--- src/rtl/wdk_pkg.sv ---
package wdk_pkg;

  typedef enum logic [1:0] {
    KEY_IGNORE = 2'd0,
    KEY_ARM    = 2'd1,
    KEY_FIRE   = 2'd2
  } key_kind_e;

  // Sort a key-register write into arm, fire or ignore.
  function automatic key_kind_e classify_key(
    input logic [7:0] data,
    input logic [7:0] arm_val,
    input logic [7:0] fire_val
  );
    if (data == arm_val)       return KEY_ARM;
    else if (data == fire_val) return KEY_FIRE;
    else                       return KEY_IGNORE;
  endfunction

  // True when an address selects a given register.
  function automatic logic addr_hit(
    input logic [1:0] addr,
    input logic [1:0] reg_addr
  );
    return addr == reg_addr;
  endfunction

endpackage

--- src/rtl/wdk_regs.sv ---
module wdk_regs #(
  parameter int ADDR_W    = 2,
  parameter int DATA_W    = 8,
  parameter logic [ADDR_W-1:0] KEY_ADDR  = '0,
  parameter logic [ADDR_W-1:0] CTRL_ADDR = 1
) (
  input  logic              clk,
  input  logic              rst_n,
  input  logic              wr_en,
  input  logic [ADDR_W-1:0] wr_addr,
  input  logic [DATA_W-1:0] wr_data,
  output logic              key_wr,
  output logic [DATA_W-1:0] key_data,
  output logic              cnt_en
);

  logic ctrl_wr;

  assign key_wr   = wr_en && (wr_addr == KEY_ADDR);
  assign ctrl_wr  = wr_en && (wr_addr == CTRL_ADDR);
  assign key_data = wr_data;

  always_ff @(posedge clk or negedge rst_n) begin
    if (!rst_n)       cnt_en <= 1'b1;
    else if (ctrl_wr) cnt_en <= wr_data[0];
  end


  only_ctrl_changes_en_chk: assert property (@(posedge clk) disable iff (!rst_n)
    !(wr_en && wr_addr == CTRL_ADDR) |=> $stable(cnt_en));


  unmapped_ignored_chk: assert property (@(posedge clk) disable iff (!rst_n)
    (wr_en && wr_addr != CTRL_ADDR && wr_addr != KEY_ADDR) |=> ($stable(cnt_en) && !$past(key_wr)));

endmodule

--- src/rtl/wdk_keyseq.sv ---
module wdk_keyseq
  import wdk_pkg::*;
#(
  parameter int DATA_W = 8,
  parameter logic [DATA_W-1:0] ARM_VAL  = 8'h55,
  parameter logic [DATA_W-1:0] FIRE_VAL = 8'hAA
) (
  input  logic              clk,
  input  logic              rst_n,
  input  logic              key_wr,
  input  logic [DATA_W-1:0] key_data,
  output logic              armed,
  output logic              key_clr
);

  key_kind_e kind;

  assign kind    = key_wr ? classify_key(key_data, ARM_VAL, FIRE_VAL) : KEY_IGNORE;
  assign key_clr = (kind == KEY_FIRE) && armed;

  always_ff @(posedge clk or negedge rst_n) begin
    if (!rst_n) begin
      armed <= 1'b0;
    end else begin
      unique case (kind)
        KEY_ARM:  armed <= 1'b1;
        KEY_FIRE: armed <= 1'b0;
        default:  armed <= armed;
      endcase
    end
  end


  disarm_after_clear_chk: assert property (@(posedge clk) disable iff (!rst_n)
    key_clr |=> !armed);


  arm_sets_chk: assert property (@(posedge clk) disable iff (!rst_n)
    (key_wr && key_data == ARM_VAL) |=> armed);


  other_value_keeps_arm_chk: assert property (@(posedge clk) disable iff (!rst_n)
    (key_wr && key_data != ARM_VAL && key_data != FIRE_VAL) |=> (armed == $past(armed)));


  lone_fire_no_clear_chk: assert property (@(posedge clk) disable iff (!rst_n)
    (!armed) |-> !key_clr);

endmodule

--- src/rtl/wdk_counter.sv ---
module wdk_counter #(
  parameter int CNT_W = 8
) (
  input  logic             clk,
  input  logic             rst_n,
  input  logic             cnt_en,
  input  logic             clr,
  output logic [CNT_W-1:0] cnt,
  output logic             ovf
);

  localparam logic [CNT_W-1:0] CNT_MAX = {CNT_W{1'b1}};

  assign ovf = cnt_en && !clr && (cnt == CNT_MAX);

  always_ff @(posedge clk or negedge rst_n) begin
    if (!rst_n)      cnt <= '0;
    else if (clr)    cnt <= '0;
    else if (cnt_en) cnt <= cnt + CNT_W'(1);
  end


  step_chk: assert property (@(posedge clk) disable iff (!rst_n)
    (cnt_en && !clr) |=> (cnt == CNT_W'($past(cnt) + CNT_W'(1))));


  hold_chk: assert property (@(posedge clk) disable iff (!rst_n)
    (!cnt_en && !clr) |=> $stable(cnt));


  clear_chk: assert property (@(posedge clk) disable iff (!rst_n)
    clr |=> (cnt == '0));

endmodule

--- src/rtl/wdk_pulse.sv ---
module wdk_pulse #(
  parameter int PULSE_LEN = 512
) (
  input  logic clk,
  input  logic rst_n,
  input  logic start,
  output logic pulse_o
);

  localparam int PW = $clog2(PULSE_LEN + 1);

  logic [PW-1:0] left;
  logic          busy;

  assign busy    = (left != '0);
  assign pulse_o = busy;

  always_ff @(posedge clk or negedge rst_n) begin
    if (!rst_n)              left <= '0;
    else if (busy)           left <= left - PW'(1);
    else if (start)          left <= PW'(PULSE_LEN);
  end


  start_chk: assert property (@(posedge clk) disable iff (!rst_n)
    (start && !busy) |=> (left == PW'(PULSE_LEN)));


  no_extend_chk: assert property (@(posedge clk) disable iff (!rst_n)
    (start && busy) |=> (left == PW'($past(left) - PW'(1))));


  quiet_without_start_chk: assert property (@(posedge clk) disable iff (!rst_n)
    (!busy && !start) |=> !pulse_o);

endmodule

--- src/rtl/wdk_watchdog.sv ---
module wdk_watchdog #(
  parameter int CNT_W     = 8,
  parameter int PULSE_LEN = 512,
  parameter int ADDR_W    = 2,
  parameter int DATA_W    = 8
) (
  input  logic              clk,
  input  logic              rst_n,
  input  logic              wr_en,
  input  logic [ADDR_W-1:0] wr_addr,
  input  logic [DATA_W-1:0] wr_data,
  output logic [CNT_W-1:0]  wd_count,
  output logic              wd_reset
);

  localparam logic [CNT_W-1:0] TOP = {CNT_W{1'b1}};

  logic              key_wr;
  logic [DATA_W-1:0] key_data;
  logic              cnt_en;
  logic              armed;
  logic              key_clr;
  logic              ovf;

  wdk_regs #(
    .ADDR_W(ADDR_W), .DATA_W(DATA_W),
    .KEY_ADDR(ADDR_W'(0)), .CTRL_ADDR(ADDR_W'(1))
  ) u_regs (
    .clk(clk), .rst_n(rst_n),
    .wr_en(wr_en), .wr_addr(wr_addr), .wr_data(wr_data),
    .key_wr(key_wr), .key_data(key_data), .cnt_en(cnt_en)
  );

  wdk_keyseq #(
    .DATA_W(DATA_W), .ARM_VAL(DATA_W'(8'h55)), .FIRE_VAL(DATA_W'(8'hAA))
  ) u_keys (
    .clk(clk), .rst_n(rst_n),
    .key_wr(key_wr), .key_data(key_data),
    .armed(armed), .key_clr(key_clr)
  );

  wdk_counter #(.CNT_W(CNT_W)) u_cnt (
    .clk(clk), .rst_n(rst_n),
    .cnt_en(cnt_en), .clr(key_clr),
    .cnt(wd_count), .ovf(ovf)
  );

  wdk_pulse #(.PULSE_LEN(PULSE_LEN)) u_pulse (
    .clk(clk), .rst_n(rst_n),
    .start(ovf), .pulse_o(wd_reset)
  );


  clear_beats_wrap_chk: assert property (@(posedge clk) disable iff (!rst_n)
    (key_clr && wd_count == TOP && !wd_reset) |=> (wd_count == '0 && !wd_reset));


  wrap_raises_reset_chk: assert property (@(posedge clk) disable iff (!rst_n)
    (cnt_en && !key_clr && wd_count == TOP && !wd_reset) |=> (wd_count == '0 && wd_reset));


  disabled_no_rise_chk: assert property (@(posedge clk) disable iff (!rst_n)
    (!cnt_en && !wd_reset) |=> !wd_reset);

endmodule

--- config.mk ---
export PLATFORM = sky130hd
export DESIGN_NAME = wdk_watchdog
export DESIGN_NICKNAME = d
export VERILOG_FILES = /design/src/rtl/wdk_pkg.sv /design/src/rtl/wdk_regs.sv /design/src/rtl/wdk_keyseq.sv /design/src/rtl/wdk_counter.sv /design/src/rtl/wdk_pulse.sv /design/src/rtl/wdk_watchdog.sv
export SDC_FILE = /design/constraint.sdc
export NUM_CORES = 1
export LEC_CHECK = 0
export ABC_CLOCK_PERIOD_IN_PS = 4500
export CAP_MARGIN = 20
export CORE_MARGIN = 3
export CORE_UTILIZATION = 45
export DETAILED_ROUTE_END_ITERATION = 12
export PLACE_DENSITY_LB_ADDON = 0.1
export SETUP_SLACK_MARGIN = 0.3
export SYNTH_ARGS = -nofsm -noshare
export SYNTH_HDL_FRONTEND = slang
export SYNTH_SLANG_ARGS = --single-unit
--- constraint.sdc ---
create_clock -name clk -period 4.5 [get_ports clk]
set_clock_uncertainty 0.1 [all_clocks]
set_input_delay 0.45 -clock clk [delete_from_list [all_inputs] [get_ports clk]]
set_output_delay 0.45 -clock clk [all_outputs]
set_load 0.005 [all_outputs]
# [After elaboration in Yosys (flattened, before gate mapping)]
# Cells that the tools add are included.
[classes] n_addsub=2 n_reduce_logical=11 n_mux=8 n_eq_ne=6
[ops] operator="$mux 10" count=2
[ops] operator="$eq 8x8->1 const B" count=2
[ops] operator="$mux 8" count=2
[ops] operator="$reduce_bool 10->1" count=1
[ops] operator="$sub 10x1->10 const B" count=1
[ops] operator="$add 8x1->8 const B" count=1
[ops] operator="$eq 8x7->1 const B" count=1
[ops] operator="$mux 2" count=3
[ops] operator="$reduce_bool 2->1" count=3
[ops] operator="$logic_and 1x1->1" count=5
[ops] operator="$eq 2x1->1 const B" count=2
[ops] operator="$eq 2x2->1 const B" count=1
[ops] operator="$logic_not 2->1" count=1
[ops] operator="$pmux 1 s2" count=1
[ops] operator="$logic_not 1->1" count=1
[word_totals] input_bits=13 out_inout_bits=9 reg_bits=20

# [Depth between registers and ports, before layout]
[logic_depth] depth_word=11 mapped_depth=8 ltp_nobuf=7

# [Cells and area by module]
# A second synthesis with hierarchy kept.
[unflattened] hier_cells=119 hier_area_um2=1221.2
[modules_own_cells] module="wdk_pulse" area_each_um2=575.6 cells_each=56 instances=1
[modules_own_cells] module="wdk_counter" area_each_um2=402.9 cells_each=39 instances=1
[modules_own_cells] module="wdk_regs" area_each_um2=128.9 cells_each=12 instances=1
[modules_own_cells] module="wdk_keyseq" area_each_um2=113.9 cells_each=12 instances=1

# [Least setup slack after synthesis]
# No wires, ideal clock.
[synth_path] kind="input-to-reg" startpoint="in wr_data[1]" endpoint="reg u_pulse.left[9]" arrival_ns=2.384 t_required_ns=4.305 slack_ns=1.921 setup_time_ns=0.095 path_stages=8 n_path_buf=1 cell_sequence="or4b_1 -> or4_1 -> ha_1 -> and2_1 -> clkbuf_1 -> and4bb_2 -> nor2_1 -> o31ai_1"
[synth_between] elab_chain_cells=10 word_cells_on_any_way=11
[synth_lines] item="start, declared" line="wdk_watchdog.sv:11" source="input logic [DATA_W-1:0] wr_data,"
[synth_lines] item="$eq 8x8->1" line="wdk_pkg.sv:16" source="else if (data == fire_val) return KEY_FIRE;"
[synth_lines] item="$mux 2" line="wdk_pkg.sv:16"
[synth_lines] item="$mux 2 *" line="wdk_pkg.sv:15" source="if (data == arm_val) return KEY_ARM;"
[synth_lines] item="$mux 2 *" line="wdk_keyseq.sv:18" source="assign kind = key_wr ? classify_key(key_data, ARM_VAL, FIRE_VAL) : KEY_IGNORE;"
[synth_lines] item="$eq 2x2->1 *" line="wdk_keyseq.sv:19" source="assign key_clr = (kind == KEY_FIRE) && armed;"
[synth_lines] item="$logic_and 1x1->1 *" line="wdk_keyseq.sv:19"
[synth_lines] item="$logic_not 1->1 *" line="wdk_counter.sv:14" source="assign ovf = cnt_en && !clr && (cnt == CNT_MAX);"
[synth_lines] item="$logic_and 1x1->1 * (2 in a row)" line="wdk_counter.sv:14"
[synth_lines] item="$reduce_bool 2->1 (no line) *"
[synth_lines] item="end signal, assigned" line="wdk_pulse.sv:20" source="else if (busy) left <= left - PW'(1);"
[synth_lines] item="end signal, assigned" line="wdk_pulse.sv:21" source="else if (start) left <= PW'(PULSE_LEN);"
[synth_lines] item="end, declared" line="wdk_pulse.sv:12" source="logic [PW-1:0] left;"
# Mark *: on every way between the ends. The rest lies on a longest branch, timed or not.
# A chain may end at the register's enable or synchronous reset.

# [Worst setup path in the final report]
[layout_path] startpoint="reg u_pulse.left[0]" endpoint="out wd_reset"
[layout_between] elab_chain_cells=1
[layout_lines] item="$reduce_bool 10->1" line="wdk_pulse.sv:15" source="assign busy = (left != '0);"
[layout_lines] item="end, declared" line="wdk_watchdog.sv:13" source="output logic wd_reset"
# No other way between the ends.

==> results.md <==
- Die ar.: 2940 um2
- CP most frequent cell: inv_1
- Max H-tree Level: 1
- Final wirelength: 1.90 mm
- Initial antenna violation count: 0
- CTS tree: built
- Sequential area share after synthesis: 47.9%
- Reg2reg start: u_pulse.left[0]
- Clk root buf: clkbuf_4
- Count of final setup violators: 0
- Status: finished clean
- WHS Endpoint: u_keys.armed
- Max-cap viol count: 0
- Overall Power: 0.584 mW
- Cell variety after synth: 35
- Measured slew at the worst slew-check pin: roughly 850 ps
- Slew Limit Headroom: between 40% and 50%
- Cts repair resizes: 0
- DRC: 0
- Startpoint Class: register
- Worst-Skew Late Latency: 300 ps
- Crit-path slowest cell: and4b_1
- Effective utilization at floorplan: about half
- Critical path fanouts, max: 11
- Detailed-placement wirelength estimate: 1.48 mm
- Setup Fix Bufs, Post-CTS: 0
- Syn Nets: between 100 and 150
- Cell count after synthesis: between 100 and 150
- Row cnt: 16
- Number of global-route vias before repair: approximately 800
- Worst Hold Class: reg -> reg
- Clock sinks: 20
- Filler instances: ~180
- Layout Nets: around 140
- Congestion Overflow GR: 0
- RSZ-0062 raised after global routing: no
- Top FF cell, synth: dfrtp_1
- I/O pin count: 22
- Critical path class: reg -> out
- Share of layout cells above drive strength 1: 8.87%
- Yosys reg bits: 20
- DR pass1 iterations: 4
- Clk slew on worst S/H paths: 120 ps
- Min Clock Period, post-route: between 2000 and 3000 ps
- Final Hold Fails: 0
- Post-Syn Area: ~1000 um2
- Slew Viols, Final: 0
- Area delta synth->final: 26.9%
- Critical path, cell by cell: inv_1 -> ha_1 -> nor2b_1 -> and4b_1 -> inv_1 -> clkdlybuf4s50_1
- Crit. End Element: primary output
- Placer Congestion: 0.697
- Largest net degree at the start of global routing: 21
- Via count: between 800 and 900
- HP Start: u_keys.armed
- Die height: around 54 um
- Mean Syn Cell Area: between 10 and 15 um2
- Clock Tree Buf Depth: 2
- Core area: ~2100 um2
- Antenna diode count: 0
- Cts hold-fix bufs: 0
- Ys Warns: 0
- CTS Buf Count: 3
- Hold Path Stages: 2
- Leak Pwr: 0.522 nW
- Final antenna-violating net count: 0
- Async set or reset register ratio after synthesis: 100%
- First-pass GRT wire length: between 3 and 4 mm
- Reg-to-reg endpoint: u_pulse.left[0]
- EDFF count, synth: 0
- CP Data Required Time: 3950 ps
- Fmax: ~360 MHz
- Via-per-instance ratio: 5.51
- Fin crit share: a little over three fifths
- First DRT Iteration DRCs: 14
- Reg2reg setup slack: between 2000 and 3000 ps
- Die width: between 50 and 60 um
- Slowest cell delay on critical path: around 510 ps
- Pwr/cell area: between 400 and 500 nW/um2
- WL per Instance: 12.6 um
- Tot GR Track Use: around 16%
- Port bufs: 21
- Worst vdd rail ir drop: 0.332 mV
- Arrival time at the worst endpoint: 2260 ps
- R2R cell count: 6
- Setup tns final: 0 ps
## cells in the mapped netlist (2+ instances only)
master	n	area share (%)
nor2_1	14	5.0
xor2_1	6	5.0
nand3b_1	3	2.2
nand2b_1	4	2.4
xnor2_1	4	3.3
o21ai_0	5	2.4
or4b_1	2	1.9
a21oi_1	3	1.4
nand2_1	8	2.9
nor4_1	2	1.2
dfrtp_1	19	45
nand3_1	3	1.4
nand4b_1	2	1.7
inv_1	3	1.1
ha_1	3	3.6
## logic make-up (layout without fill, tap and decap cells)
family                     count (synthesis)  count (layout)  synth area share (%)
AOI/OAI and AO/OA                         11              11                  6.09
xor gates and xnor gates                  10              10                  8.36
adders and majority gates                  3               3                  3.58
muxes                                      2               2                  2.03
and+or+nand+nor                           50              50                  29.5
DFF                                       20              20                  47.9
buffers and inverters                      5              28                  2.51
## cells in the final DEF (no fill, tap or decap), types with 2 or more instances in the layout
master,instances
clkdlybuf4s50_1,21
dfrtp_1,19
nor2_1,14
nand2_1,8
xor2_1,6
o21ai_0,5
nand2b_1,4
xnor2_1,4
inv_1,3
nand3_1,3
nand3b_1,3
a21oi_1,3
ha_1,3
clkbuf_4,3
nand4b_1,2
or4b_1,2
nor4_1,2
## layer usage
layer	GRT usage [%]	part of all wire, %	up-vias
met5	0	0	-
met4	7.47	0.95	0
met3	2.45	5.4	2
met2	27.9	49	22
met1	20.0	45	406
li1	-	-	402
## critical path, delay by kind of cell, from the launching register on
kind	cells	cell delay (ps)
simple gates	2	770
buf+inv	3	590
fa+ha+maj	1	170
flops	1	430
## metrics by stage
stage               area [um2]  worst slack (ps)  utilization, %  cells  hold WS, ps
finish                    1330              1690            63.8    151          392
detailed placement        1280              1420            61.3    147          366
floorplan                 1050              1920               -    101         54.4
global route              1330              1500            63.8    151          436
CTS                       1330              1660            63.8    151          394
global placement          1280              1500            61.3    147          356
## report_power, final
part | switching [mW] | internal [mW]
logic | 0.0620 | 0.110
registers | 0.0473 | 0.220
clock network | 0.0544 | 0.0900
total | 0.164 | 0.420
## how the worst max path moves through the flow
| stage | start | endpoint | slack (ps) | cells past startpoint |
|---|---|---|---|---|
| finish | u_pulse.left[0] | wd_reset | 1690 | 6 |
| global placement | wr_data[1] | u_pulse.left[9] | 1500 | 8 |
| global route | u_pulse.left[1] | wd_reset | 1500 | 6 |
| CTS | u_pulse.left[0] | wd_reset | 1660 | 6 |
| floorplan | wr_data[1] | u_pulse.left[9] | 1920 | 8 |
| detailed placement | wr_data[1] | u_pulse.left[9] | 1420 | 8 |
## sequential cells by signal (all words and copies together) (netlist names)
register and flops:
u_cnt.cnt 8, u_pulse.left 10, u_regs.cnt_en 1, u_keys.armed 1
## final cells by class
cell class                      instances  area, um2  share of cell area, %
Multi-Input combinational cell         76        519                   39.1
Clock buffer                            3       22.5                   1.69
Sequential cell                        20        502                   37.8
Inverter                                3       11.3                  0.847
Clock inverter                          1       30.0                   2.26
Timing Repair Buffer                   21        210                   15.8
Tap cell                               27       33.8                   2.54
(Power assumes the default switching activity.)
